==> config.mk <==
export PLATFORM = sky130hd
export DESIGN_NAME = i2c_bit_timer
export DESIGN_NICKNAME = d
export VERILOG_FILES = /design/src/rtl/i2c_tm_pkg.sv /design/src/rtl/i2c_tm_prescaler.sv /design/src/rtl/i2c_tm_counters.sv /design/src/rtl/i2c_tm_seq.sv /design/src/rtl/i2c_bit_timer.sv
export SDC_FILE = /design/constraint.sdc
export NUM_CORES = 1
export LEC_CHECK = 0
export BUFFER_PORTS_ARGS = -buffer_cell sky130_fd_sc_hd__clkbuf_2
export CAP_MARGIN = 20
export CORE_ASPECT_RATIO = 0.8
export CORE_MARGIN = 3
export CORE_UTILIZATION = 40
export CTS_CLUSTER_DIAMETER = 150
export DETAILED_ROUTE_END_ITERATION = 12
export GPL_ROUTABILITY_DRIVEN = 0
export PLACE_DENSITY = 0.59
export SETUP_SLACK_MARGIN = 0.02
export SYNTH_ARGS = -nofsm -noshare
export SYNTH_HDL_FRONTEND = slang
export SYNTH_HIERARCHICAL = 1
export SYNTH_SLANG_ARGS = --single-unit
==> constraint.sdc <==
create_clock -name clk -period 7.4 [get_ports clk]
set_clock_uncertainty 0.2 [all_clocks]
set_input_delay 0.74 -clock clk [delete_from_list [all_inputs] [get_ports clk]]
set_output_delay 0.74 -clock clk [all_outputs]
set_load 0.005 [all_outputs]
==> src/rtl/i2c_tm_pkg.sv <==
package i2c_tm_pkg;

  localparam int CFG_W     = 32;
  localparam int LOW_W     = 8;
  localparam int HIGH_W    = 8;
  localparam int DEL_W     = 4;
  localparam int PRE_W     = 4;
  localparam int LOW_LSB   = 0;
  localparam int HIGH_LSB  = 8;
  localparam int HOLD_LSB  = 16;
  localparam int SETUP_LSB = 20;
  localparam int PRE_LSB   = 28;
  localparam int CNT_W     = ((LOW_W > HIGH_W) ? LOW_W : HIGH_W) + 1;

  typedef struct packed {
    logic [PRE_W-1:0]  presc;
    logic [DEL_W-1:0]  setup;
    logic [DEL_W-1:0]  hold;
    logic [HIGH_W-1:0] high;
    logic [LOW_W-1:0]  low;
  } timing_t;

  typedef enum logic [1:0] {
    OP_START = 2'd0,
    OP_BIT   = 2'd1,
    OP_STOP  = 2'd2,
    OP_NONE  = 2'd3
  } op_e;

  typedef enum logic [3:0] {
    ST_IDLE, ST_HELD, ST_START,
    ST_RS_HOLD, ST_RS_SETUP, ST_RS_HIGH,
    ST_BIT_HOLD, ST_BIT_SETUP, ST_BIT_HIGH,
    ST_SP_HOLD, ST_SP_SETUP, ST_SP_HIGH, ST_SP_FREE
  } state_e;

  function automatic timing_t unpack_timing(input logic [CFG_W-1:0] w);
    timing_t t;
    t.low   = w[LOW_LSB   +: LOW_W];
    t.high  = w[HIGH_LSB  +: HIGH_W];
    t.hold  = w[HOLD_LSB  +: DEL_W];
    t.setup = w[SETUP_LSB +: DEL_W];
    t.presc = w[PRE_LSB   +: PRE_W];
    return t;
  endfunction

  function automatic logic st_busy(input state_e s);
    return (s != ST_IDLE) && (s != ST_HELD);
  endfunction

  function automatic logic st_scl_pulled(input state_e s);
    return (s == ST_HELD)     || (s == ST_RS_HOLD)  || (s == ST_RS_SETUP) ||
           (s == ST_BIT_HOLD) || (s == ST_BIT_SETUP) ||
           (s == ST_SP_HOLD)  || (s == ST_SP_SETUP);
  endfunction

  function automatic logic st_low_phase(input state_e s);
    return (s == ST_RS_HOLD)  || (s == ST_RS_SETUP) ||
           (s == ST_BIT_HOLD) || (s == ST_BIT_SETUP) ||
           (s == ST_SP_HOLD)  || (s == ST_SP_SETUP);
  endfunction

  function automatic logic st_high_phase(input state_e s);
    return (s == ST_RS_HIGH) || (s == ST_BIT_HIGH) || (s == ST_SP_HIGH);
  endfunction

endpackage

==> src/rtl/i2c_tm_prescaler.sv <==
module i2c_tm_prescaler
  import i2c_tm_pkg::*;
#(
  parameter int PW = PRE_W
) (
  input  logic          clk,
  input  logic          rst_n,
  input  logic          clear,
  input  logic [PW-1:0] presc,
  output logic          tick
);

  localparam logic [PW-1:0] PRE_ONE = PW'(1);

  logic [PW-1:0] cnt_q, cnt_d;

  assign tick = !clear && (cnt_q == presc);

  always_comb begin
    if (clear || tick) cnt_d = '0;
    else               cnt_d = cnt_q + PRE_ONE;
  end

  always_ff @(posedge clk or negedge rst_n) begin
    if (!rst_n) cnt_q <= '0;
    else        cnt_q <= cnt_d;
  end


  tick_gap_chk: assert property (@(posedge clk) disable iff (!rst_n)
    (tick && presc != '0) |=> !tick);

endmodule

==> src/rtl/i2c_tm_counters.sv <==
module i2c_tm_counters
  import i2c_tm_pkg::*;
#(
  parameter int CW = CNT_W
) (
  input  logic          clk,
  input  logic          rst_n,
  input  logic          tick,
  input  logic          ph_clr,
  input  logic          low_run,
  output logic [CW-1:0] ph_cnt,
  output logic [CW-1:0] low_cnt
);

  localparam logic [CW-1:0] C_ONE = CW'(1);

  logic [CW-1:0] ph_q, ph_d, low_q, low_d;

  always_comb begin
    ph_d = ph_q;
    if (ph_clr)                   ph_d = '0;
    else if (tick && ph_q != '1)  ph_d = ph_q + C_ONE;
  end

  always_comb begin
    low_d = low_q;
    if (!low_run)                 low_d = '0;
    else if (tick && low_q != '1) low_d = low_q + C_ONE;
  end

  always_ff @(posedge clk or negedge rst_n) begin
    if (!rst_n) begin
      ph_q  <= '0;
      low_q <= '0;
    end else begin
      ph_q  <= ph_d;
      low_q <= low_d;
    end
  end

  assign ph_cnt  = ph_q;
  assign low_cnt = low_q;

endmodule

==> src/rtl/i2c_tm_seq.sv <==
module i2c_tm_seq
  import i2c_tm_pkg::*;
#(
  parameter int CW = CNT_W
) (
  input  logic          clk,
  input  logic          rst_n,
  input  logic          cmd_valid,
  input  logic [1:0]    cmd_op,
  input  logic          tx_bit,
  input  logic          scl_in,
  input  timing_t       cfg_live,
  input  logic          tick,
  input  logic [CW-1:0] ph_cnt,
  input  logic [CW-1:0] low_cnt,
  output timing_t       cfg_eff,
  output logic          pre_clear,
  output logic          ph_clr,
  output logic          low_run,
  output logic          scl_pd,
  output logic          sda_pd,
  output logic          done
);

  localparam logic [CW-1:0] C_ONE = CW'(1);

  state_e  state_q, state_d;
  timing_t cfg_q;
  logic    sda_q, sda_d, bit_q, bit_d, done_q, done_d, scl_q;
  logic    busy, stretch_wait;
  logic [CW-1:0] lo_x, hi_x, hd_x, su_x;
  logic    hold_last, setup_last, high_last, low_last;
  op_e     op;

  assign busy    = st_busy(state_q);
  assign cfg_eff = busy ? cfg_q : cfg_live;
  assign op      = op_e'(cmd_op);

  assign lo_x = CW'(cfg_eff.low);
  assign hi_x = CW'(cfg_eff.high);
  assign hd_x = CW'(cfg_eff.hold);
  assign su_x = CW'(cfg_eff.setup);

  // phase-end conditions, evaluated on the tick that completes the phase
  assign hold_last  = tick && (ph_cnt + C_ONE == hd_x);
  assign setup_last = tick && (ph_cnt >= su_x) && (low_cnt >= lo_x);
  assign high_last  = tick && (ph_cnt == hi_x);
  assign low_last   = tick && (ph_cnt == lo_x);

  assign stretch_wait = st_high_phase(state_q) && !scl_in;
  assign pre_clear    = !busy || stretch_wait;
  assign ph_clr       = (state_d != state_q) || stretch_wait;
  assign low_run      = st_low_phase(state_q);

  always_comb begin
    state_d = state_q;
    sda_d   = sda_q;
    bit_d   = bit_q;
    done_d  = 1'b0;
    case (state_q)
      ST_IDLE: begin
        if (cmd_valid && op == OP_START) begin
          state_d = ST_START;
          sda_d   = 1'b1;
        end
      end
      ST_HELD: begin
        if (cmd_valid) begin
          case (op)
            OP_START: begin
              if (cfg_eff.hold == '0) begin
                state_d = ST_RS_SETUP;
                sda_d   = 1'b0;
              end else begin
                state_d = ST_RS_HOLD;
              end
            end
            OP_BIT: begin
              bit_d = tx_bit;
              if (cfg_eff.hold == '0) begin
                state_d = ST_BIT_SETUP;
                sda_d   = !tx_bit;
              end else begin
                state_d = ST_BIT_HOLD;
              end
            end
            OP_STOP: begin
              if (cfg_eff.hold == '0) begin
                state_d = ST_SP_SETUP;
                sda_d   = 1'b1;
              end else begin
                state_d = ST_SP_HOLD;
              end
            end
            default: state_d = ST_HELD;
          endcase
        end
      end
      ST_START: begin
        if (high_last) begin
          state_d = ST_HELD;
          done_d  = 1'b1;
        end
      end
      ST_RS_HOLD: begin
        if (hold_last) begin
          state_d = ST_RS_SETUP;
          sda_d   = 1'b0;
        end
      end
      ST_RS_SETUP: if (setup_last) state_d = ST_RS_HIGH;
      ST_RS_HIGH: begin
        if (low_last) begin
          state_d = ST_START;
          sda_d   = 1'b1;
        end
      end
      ST_BIT_HOLD: begin
        if (hold_last) begin
          state_d = ST_BIT_SETUP;
          sda_d   = !bit_q;
        end
      end
      ST_BIT_SETUP: if (setup_last) state_d = ST_BIT_HIGH;
      ST_BIT_HIGH: begin
        if (high_last) begin
          state_d = ST_HELD;
          done_d  = 1'b1;
        end
      end
      ST_SP_HOLD: begin
        if (hold_last) begin
          state_d = ST_SP_SETUP;
          sda_d   = 1'b1;
        end
      end
      ST_SP_SETUP: if (setup_last) state_d = ST_SP_HIGH;
      ST_SP_HIGH: begin
        if (high_last) begin
          state_d = ST_SP_FREE;
          sda_d   = 1'b0;
        end
      end
      ST_SP_FREE: begin
        if (low_last) begin
          state_d = ST_IDLE;
          done_d  = 1'b1;
        end
      end
      default: begin
        state_d = ST_IDLE;
        sda_d   = 1'b0;
      end
    endcase
  end

  always_ff @(posedge clk or negedge rst_n) begin
    if (!rst_n) begin
      state_q <= ST_IDLE;
      sda_q   <= 1'b0;
      bit_q   <= 1'b0;
      done_q  <= 1'b0;
      scl_q   <= 1'b0;
    end else begin
      state_q <= state_d;
      sda_q   <= sda_d;
      bit_q   <= bit_d;
      done_q  <= done_d;
      scl_q   <= st_scl_pulled(state_d);
    end
  end

  always_ff @(posedge clk or negedge rst_n) begin
    if (!rst_n)    cfg_q <= '0;
    else if (!busy) cfg_q <= cfg_live;
  end

  assign scl_pd = scl_q;
  assign sda_pd = sda_q;
  assign done   = done_q;


  done_pulse_chk: assert property (@(posedge clk) disable iff (!rst_n)
    done_q |=> !done_q);


  cfg_frozen_chk: assert property (@(posedge clk) disable iff (!rst_n)
    (busy && $past(busy)) |-> $stable(cfg_q));


  idle_release_chk: assert property (@(posedge clk) disable iff (!rst_n)
    (state_q == ST_IDLE) |-> (!scl_q && !sda_q));


  high_sda_stable_chk: assert property (@(posedge clk) disable iff (!rst_n)
    (state_q == ST_BIT_HIGH && $past(state_q) == ST_BIT_HIGH) |-> $stable(sda_q));


  stretch_freeze_chk: assert property (@(posedge clk) disable iff (!rst_n)
    stretch_wait |=> (ph_cnt == '0));

endmodule

==> src/rtl/i2c_bit_timer.sv <==
module i2c_bit_timer
  import i2c_tm_pkg::*;
(
  input  logic             clk,
  input  logic             rst_n,
  input  logic [CFG_W-1:0] cfg_word,
  input  logic             cmd_valid,
  input  logic [1:0]       cmd_op,
  input  logic             tx_bit,
  input  logic             scl_in,
  output logic             scl_pd,
  output logic             sda_pd,
  output logic             done
);

  timing_t          cfg_live, cfg_eff;
  logic             tick, pre_clear, ph_clr, low_run;
  logic [CNT_W-1:0] ph_cnt, low_cnt;
  logic             unused_rsv;

  assign cfg_live   = unpack_timing(cfg_word);
  assign unused_rsv = ^cfg_word[PRE_LSB-1:SETUP_LSB+DEL_W];

  i2c_tm_prescaler #(.PW(PRE_W)) u_pre (
    .clk   (clk),
    .rst_n (rst_n),
    .clear (pre_clear),
    .presc (cfg_eff.presc),
    .tick  (tick)
  );

  i2c_tm_counters #(.CW(CNT_W)) u_cnt (
    .clk     (clk),
    .rst_n   (rst_n),
    .tick    (tick),
    .ph_clr  (ph_clr),
    .low_run (low_run),
    .ph_cnt  (ph_cnt),
    .low_cnt (low_cnt)
  );

  i2c_tm_seq #(.CW(CNT_W)) u_seq (
    .clk       (clk),
    .rst_n     (rst_n),
    .cmd_valid (cmd_valid),
    .cmd_op    (cmd_op),
    .tx_bit    (tx_bit),
    .scl_in    (scl_in),
    .cfg_live  (cfg_live),
    .tick      (tick),
    .ph_cnt    (ph_cnt),
    .low_cnt   (low_cnt),
    .cfg_eff   (cfg_eff),
    .pre_clear (pre_clear),
    .ph_clr    (ph_clr),
    .low_run   (low_run),
    .scl_pd    (scl_pd),
    .sda_pd    (sda_pd),
    .done      (done)
  );

endmodule

==> results of run 1 <==
worst max-delay path: cells and delay by family, from the launching register on:
family | cells | cell delay [ps]
AOI/OAI and AO/OA | 4 | 800
xor gates and xnor gates | 2 | 250
and+or+nand+nor | 10 | 3810
DFF | 1 | 680
metrics by stage:
step           area [um^2]  std cells  util [%]  worst slack [ps]  hold slack, ps
2_1_floorplan         4250        491         -              2130             244
3_3_place_gp          4500        642      45.1              1760             263
3_5_place_dp          4500        642      45.1              1650             275
4_1_cts               4820        658      48.4              1600             287
5_1_grt               4820        658      48.4              1270             323
6_report              4820        658      48.4              1550             285
layout by cell type (no fill, tap or decap), drive strengths merged, types with 6 or more instances in the layout:
cell type  synthesis  routed
dfrtp             58      58
nand2b            10      10
o21ai             19      19
nor4               6       6
xor2              22      22
nand4              8       8
clkbuf            14      48
or4                8       8
ha                22      22
nand3             18      18
inv               28      28
mux2i             17      17
nor2              36      36
and2               6       6
a21oi             22      22
or3                9       9
o31ai             10      10
and3               6       6
xnor2             10      10
nand2             57      57
nor2b             10      10
nor3              10      10
power by group through the flow:
stage / clock, mW / sequential, mW / combinational, mW
3_3_place_gp: 0 / 0.516 / 0.778
3_5_place_dp: 0 / 0.519 / 0.796
4_1_cts: 0.464 / 0.514 / 0.799
2_1_floorplan: 0 / 0.478 / 0.662
5_1_grt: 0.479 / 0.532 / 0.906
6_report: 0.454 / 0.516 / 0.800
path summary, 6_finish.rpt:
| check | from | end | slack [ps] | cells past startpoint |
|---|---|---|---|---|
| setup / recovery | u_seq/state_q[1] | u_cnt/ph_cnt[6] | 1550 | 16 |
| hold / removal | u_seq/cfg_q[20] | u_seq/cfg_q[20] | 290 | 2 |
| setup reg to reg | u_seq/state_q[1] | u_cnt/ph_cnt[6] | 1550 | 16 |
| hold reg to reg | u_seq/cfg_q[20] | u_seq/cfg_q[20] | 290 | 2 |
| max in group asynchronous | rst_n | u_cnt/ph_cnt[0] | 6140 | 2 |
| min in group asynchronous | rst_n | u_cnt/low_cnt[1] | 350 | 2 |
cell families (layout without fill, tap and decap cells):
family,count (synthesis),in the layout
AOI/OAI and AO/OA,96,96
xor gates and xnor gates,32,32
adders and majority gates,22,22
DFF,58,58
and+or+nand+nor,206,206
buffers and inverters,55,86
muxes,22,22
final cells by class:
cell class              instances  area (um^2)
multi-input cells             378         2560
clock inverters                 5         77.6
fillers                       970         5150
repair buffers                 40          208
flip-flops and latches         58         1450
well taps                     136          170
clock buffers                  11          243
inverters                      30          113
flip-flops by register name, indices dropped and copies added (netlist names):
name	count
u_cnt/low_cnt	9
u_cnt/ph_cnt	9
u_pre/cnt_q	4
u_seq/bit_q	1
u_seq/cfg_q	28
u_seq/done	1
u_seq/scl_pd	1
u_seq/sda_pd	1
u_seq/state_q	4
metal layers:
metal / vias to the layer above / share of wire (%) / global-route usage (%)
met2: 103 / 44 / 27.5
li1: 1816 / - / -
met4: 0 / 0.59 / 4.22
met3: 6 / 7.0 / 5.44
met5: - / 0 / 0
met1: 1785 / 49 / 28.2
==> flow_metrics.py, run 1 <==
metrics = {
    "outcome": {
        "outcome": "completed",
    },
    "yosys": {
        "synth_compound_gate_area_share_pct": 15.6,
        "synthAdderAreaFrac_pct": 6.48,
        "synth-edff-count": 0,
        "ys_warn_count": 6,
        "synth_ff_type": "dfrtp_1",
        "synth_xor_area_share_pct": 6.60,
        "yosys-top-cells-area": "dfrtp_1 34%, ha_1 6.5%, nand2_1 5.0%",
        "async_reset_ff_share_pct": 100,
        "netlist.area_leader.share_pct": 34.2,
        "yosysSeqAreaShare_pct": 34.2,
        "yosys.area.top_type": "dfrtp_1",
        "syn_area_um2": 4250,
        "avgSynthCellArea_um2": 8.65,
        "ys_ff_latch": 58,
        "netlist_instances": 491,
        "syn-num-nets": 552,
        "synth_top_family_by_area": "simple AND/OR/NAND/NOR gates",
        "synth_mux_area_share_pct": 5.33,
        "synth_common_cells": "58 x dfrtp_1, 57 x nand2_1, 36 x nor2_1",
        "yosysMostFrequentCell": "dfrtp_1",
        "synthDistinctLibCells": 70,
        "synth_simple_gate_area_share_pct": 26.2,
    },
    "cts": {
        "clk_pin_slew_ps": 50,
        "cts_tree": "done",
        "htree_num_levels": 3,
        "cts_hold_buffers": 0,
        "tritoncts.num_buffers": 9,
        "cts_post_setup_buffers_inserted": 0,
        "clk_path_buf_depth": 2,
        "cts-root-buf": "clkbuf_16",
        "numClockSinks": 58,
        "cts_resized": 0,
        "clk_latency_ps": 330,
    },
    "die": {
        "std_cell_rows": 32,
        "io_pins": 42,
        "dieHeight_um": 98.1,
        "die_w_um": 121,
        "die_area_um2": 11900,
        "initial_utilization_pct": 42.6,
        "core_um2": 9970,
    },
    "detailed_routing": {
        "drt_pass1_iterations": 5,
        "vias": 3710,
        "drt_iter0_drc": 294,
        "post-route-drc-count": 0,
        "viasPerCell": 5.64,
        "wirelength_mm": 10.7,
        "wl_per_cell_um": 16.3,
        "drtAntennaViolNets": 0,
    },
    "worst_setup_path": {
        "slowest_stage": "or3_1",
        "required_ps": 7440,
        "arrival_ps": 5890,
        "timing.critical_path.cells": "or3_1 > nand2_1 > nand2_1 > xor2_1 > nor4_4 > and2b_2 > nand2b_1 > a31oi_1 > o21ai_1 > or4_4 > and3_1 > a221o_1 > and4bb_4 > xnor2_1 > or4_1 > a21oi_1",
        "critPathLaunchType": "flop",
        "critical-path-max-stage-delay_ps": 840,
        "cp_max_fo": 26,
        "cpMostUsedCell": "nand2_1",
        "critPathKind": "flop to flop",
        "crit_path_end_kind": "flop",
    },
    "sta": {
        "finalSetupViolCount": 0,
        "tns_ps": 0,
        "finalHoldViolCount": 0,
        "slew_viol_final": 0,
        "relSlewSlack_pct": 45.8,
        "fmax_mhz": 171,
        "rsz0062_at_grt": "no",
        "final.period_utilization_pct": 79.1,
        "period_minus_slack_ps": 5850,
        "worstMarginPinSlew_ps": 814,
    },
    "power": {
        "power_density_nw_per_um2": 367,
        "combPwrFrac_pct": 45.2,
        "p_sw_share_pct": 40.9,
        "power_mw": 1.77,
        "seqPwrFrac_pct": 29.2,
        "ir_drop_v": 0.000191,
        "p_int_mw": 1.05,
        "clkPwrFrac_pct": 25.6,
        "p_leak_nw": 2.15,
        "p_switching_uw": 725,
    },
    "final_layout": {
        "nets": 578,
        "drive_gt1_share_pct": 14.2,
        "antenna_cells": 0,
        "area_delta_synth_final_pct": 13.6,
    },
    "placed_design": {
        "hpwl_mm": 7.42,
        "port_buffers": 37,
    },
    "global_route": {
        "grt_pass1_wl_mm": 18.2,
        "grt_overflow": 0,
        "grt_max_degree": 59,
        "gr-usage-all-layers_pct": 19.0,
        "grt_antenna_before_repair": 0,
        "grt_pass1_vias": 3662,
    },
    "job": {
        "maxCapViolCount": 0,
    },
    "worst_hold_path": {
        "min_path_type": "flop to flop",
    },
}
(Power assumes the default switching activity.)
==> run 2, diff against run 1 <==
Clock period 7.4 ns to 6 ns, I/O delays scaled along.
==> run 2 against run 1 <==
Effect of this change:
- global-route usage barely moved
- hold slack worse by 52 ps
- flip-flop and latch count stayed put
- die area unchanged
==> flow_metrics.py, run 2 (same netlist as run 1, synthesis figures left out) <==
metrics = {
    "die": {
        "io_pins": 42,
        "die_w_um": 121,
        "std_cell_rows": 32,
        "die_area_um2": 11900,
        "core_um2": 9970,
        "initial_utilization_pct": 42.6,
        "dieHeight_um": 98.1,
    },
    "detailed_routing": {
        "wl_per_cell_um": 16.2,
        "drt_pass1_iterations": 7,
        "viasPerCell": 5.71,
        "wirelength_mm": 10.7,
        "vias": 3775,
        "drtAntennaViolNets": 0,
        "post-route-drc-count": 0,
        "drt_iter0_drc": 223,
    },
    "sta": {
        "period_minus_slack_ps": 5380,
        "rsz0062_at_grt": "no",
        "worstMarginPinSlew_ps": 758,
        "fmax_mhz": 186,
        "layout_setup_ws_ps": 622,
        "finalHoldViolCount": 0,
        "slew_viol_final": 0,
        "relSlewSlack_pct": 49.5,
        "finalSetupViolCount": 0,
        "final.period_utilization_pct": 89.6,
        "tns_ps": 0,
    },
    "cts": {
        "clk_latency_ps": 320,
        "clk_pin_slew_ps": 50,
        "numClockSinks": 58,
        "clk_path_buf_depth": 2,
        "cts_tree": "done",
        "tritoncts.num_buffers": 9,
        "cts_post_setup_buffers_inserted": 0,
        "cts-root-buf": "clkbuf_16",
        "cts_resized": 0,
        "cts_hold_buffers": 0,
        "htree_num_levels": 3,
    },
    "worst_setup_path": {
        "crit_path_end_kind": "flop",
        "cp_max_fo": 25,
        "required_ps": 6040,
        "critPathKind": "flop to flop",
        "regToRegStartpoint": "u_seq/state_q[1]",
        "critPathLaunchType": "flop",
        "cp-startpoint": "u_seq/state_q[1]",
        "arrival_ps": 5420,
    },
    "final_layout": {
        "top_register": "u_seq/cfg_q",
        "area_delta_synth_final_pct": 13.1,
        "seq_area_um2": 1450,
        "final_common_cell": "dfrtp_1",
        "largest_reg_flops": 28,
        "multi_input_area_um2": 2560,
        "antenna_cells": 0,
        "layout_common_cells": "58 x dfrtp_1, 57 x nand2_1, 37 x clkbuf_2",
        "fill_cells": 973,
        "nets": 581,
        "drive_gt1_share_pct": 14.1,
    },
    "global_route": {
        "grt_antenna_before_repair": 0,
        "grt_overflow": 0,
        "grt_pass1_wl_mm": 18.1,
        "gr-usage-all-layers_pct": 19.0,
        "grt_max_degree": 59,
        "grt_pass1_vias": 3695,
    },
    "placed_design": {
        "hpwl_mm": 7.81,
        "place_ws_ps": 750,
        "port_buffers": 37,
    },
    "power": {
        "p_leak_nw": 2.14,
        "power_density_nw_per_um2": 442,
        "power_mw": 2.12,
        "ir_drop_v": 0.000213,
    },
    "job": {
        "maxCapViolCount": 0,
    },
    "worst_hold_path": {
        "min_path_type": "primary input to async pin",
    },
    "outcome": {
        "outcome": "completed",
    },
}
run 2: critical path, stage by stage (launching register included):
cell	delay, ps
dfrtp_1	380
buf_4	220
nor3_4	470
buf_4	430
mux2i_1	350
ha_1	310
and4_1	200
a2111oi_0	520
o31ai_1	270
and3_1	300
a31oi_1	180
o311a_1	170
and4bb_4	280
xnor2_1	70
or4_1	720
a21oi_1	200
run 2: through the flow:
stage | cell area (um^2) | cells | hold slack [ps] | util (%)
2_1_floorplan | 4250 | 491 | 104 | -
3_3_place_gp | 4520 | 645 | 271 | 45.4
3_5_place_dp | 4520 | 645 | 271 | 45.4
4_1_cts | 4800 | 661 | 255 | 48.2
5_1_grt | 4800 | 661 | 300 | 48.2
6_report | 4800 | 661 | 233 | 48.2
run 2: where the power goes:
group / internal [mW] / total [mW] / leakage [nW] / switching [mW]
logic: 0.399 / 1.02 / 1.27 / 0.619
registers: 0.526 / 0.617 / 0.733 / 0.0910
clock network: 0.320 / 0.489 / 0.138 / 0.169
run 2: path summary, 6_finish.rpt:
path / cells after the start / slack [ps] / end
max: 15 / 620 / u_cnt/ph_cnt[5]
min: 2 / 230 / u_cnt/low_cnt[5]
max reg2reg: 15 / 620 / u_cnt/ph_cnt[5]
min reg2reg: 2 / 280 / u_seq/bit_q
max in group asynchronous: 2 / 4870 / u_seq/bit_q
min in group clk: 2 / 280 / u_seq/bit_q
run 2: layout make-up:
| type | count | share of cell area, % |
|---|---|---|
| tap | 136 | 3.54 |
| clock buffer | 13 | 5.00 |
| multi-input combinational | 378 | 53.3 |
| sequential | 58 | 30.2 |
| timing repair buffer | 43 | 4.79 |
| clock inverter | 3 | 0.834 |
| inverter | 30 | 2.34 |
run 2: metal layers:
metal	up-vias	global-route usage, %	routed length (um)
li1	1826	-	-
met1	1808	26.6	5120
met2	129	29.5	4790
met3	12	4.69	694
met4	0	5.17	101
met5	-	0	0
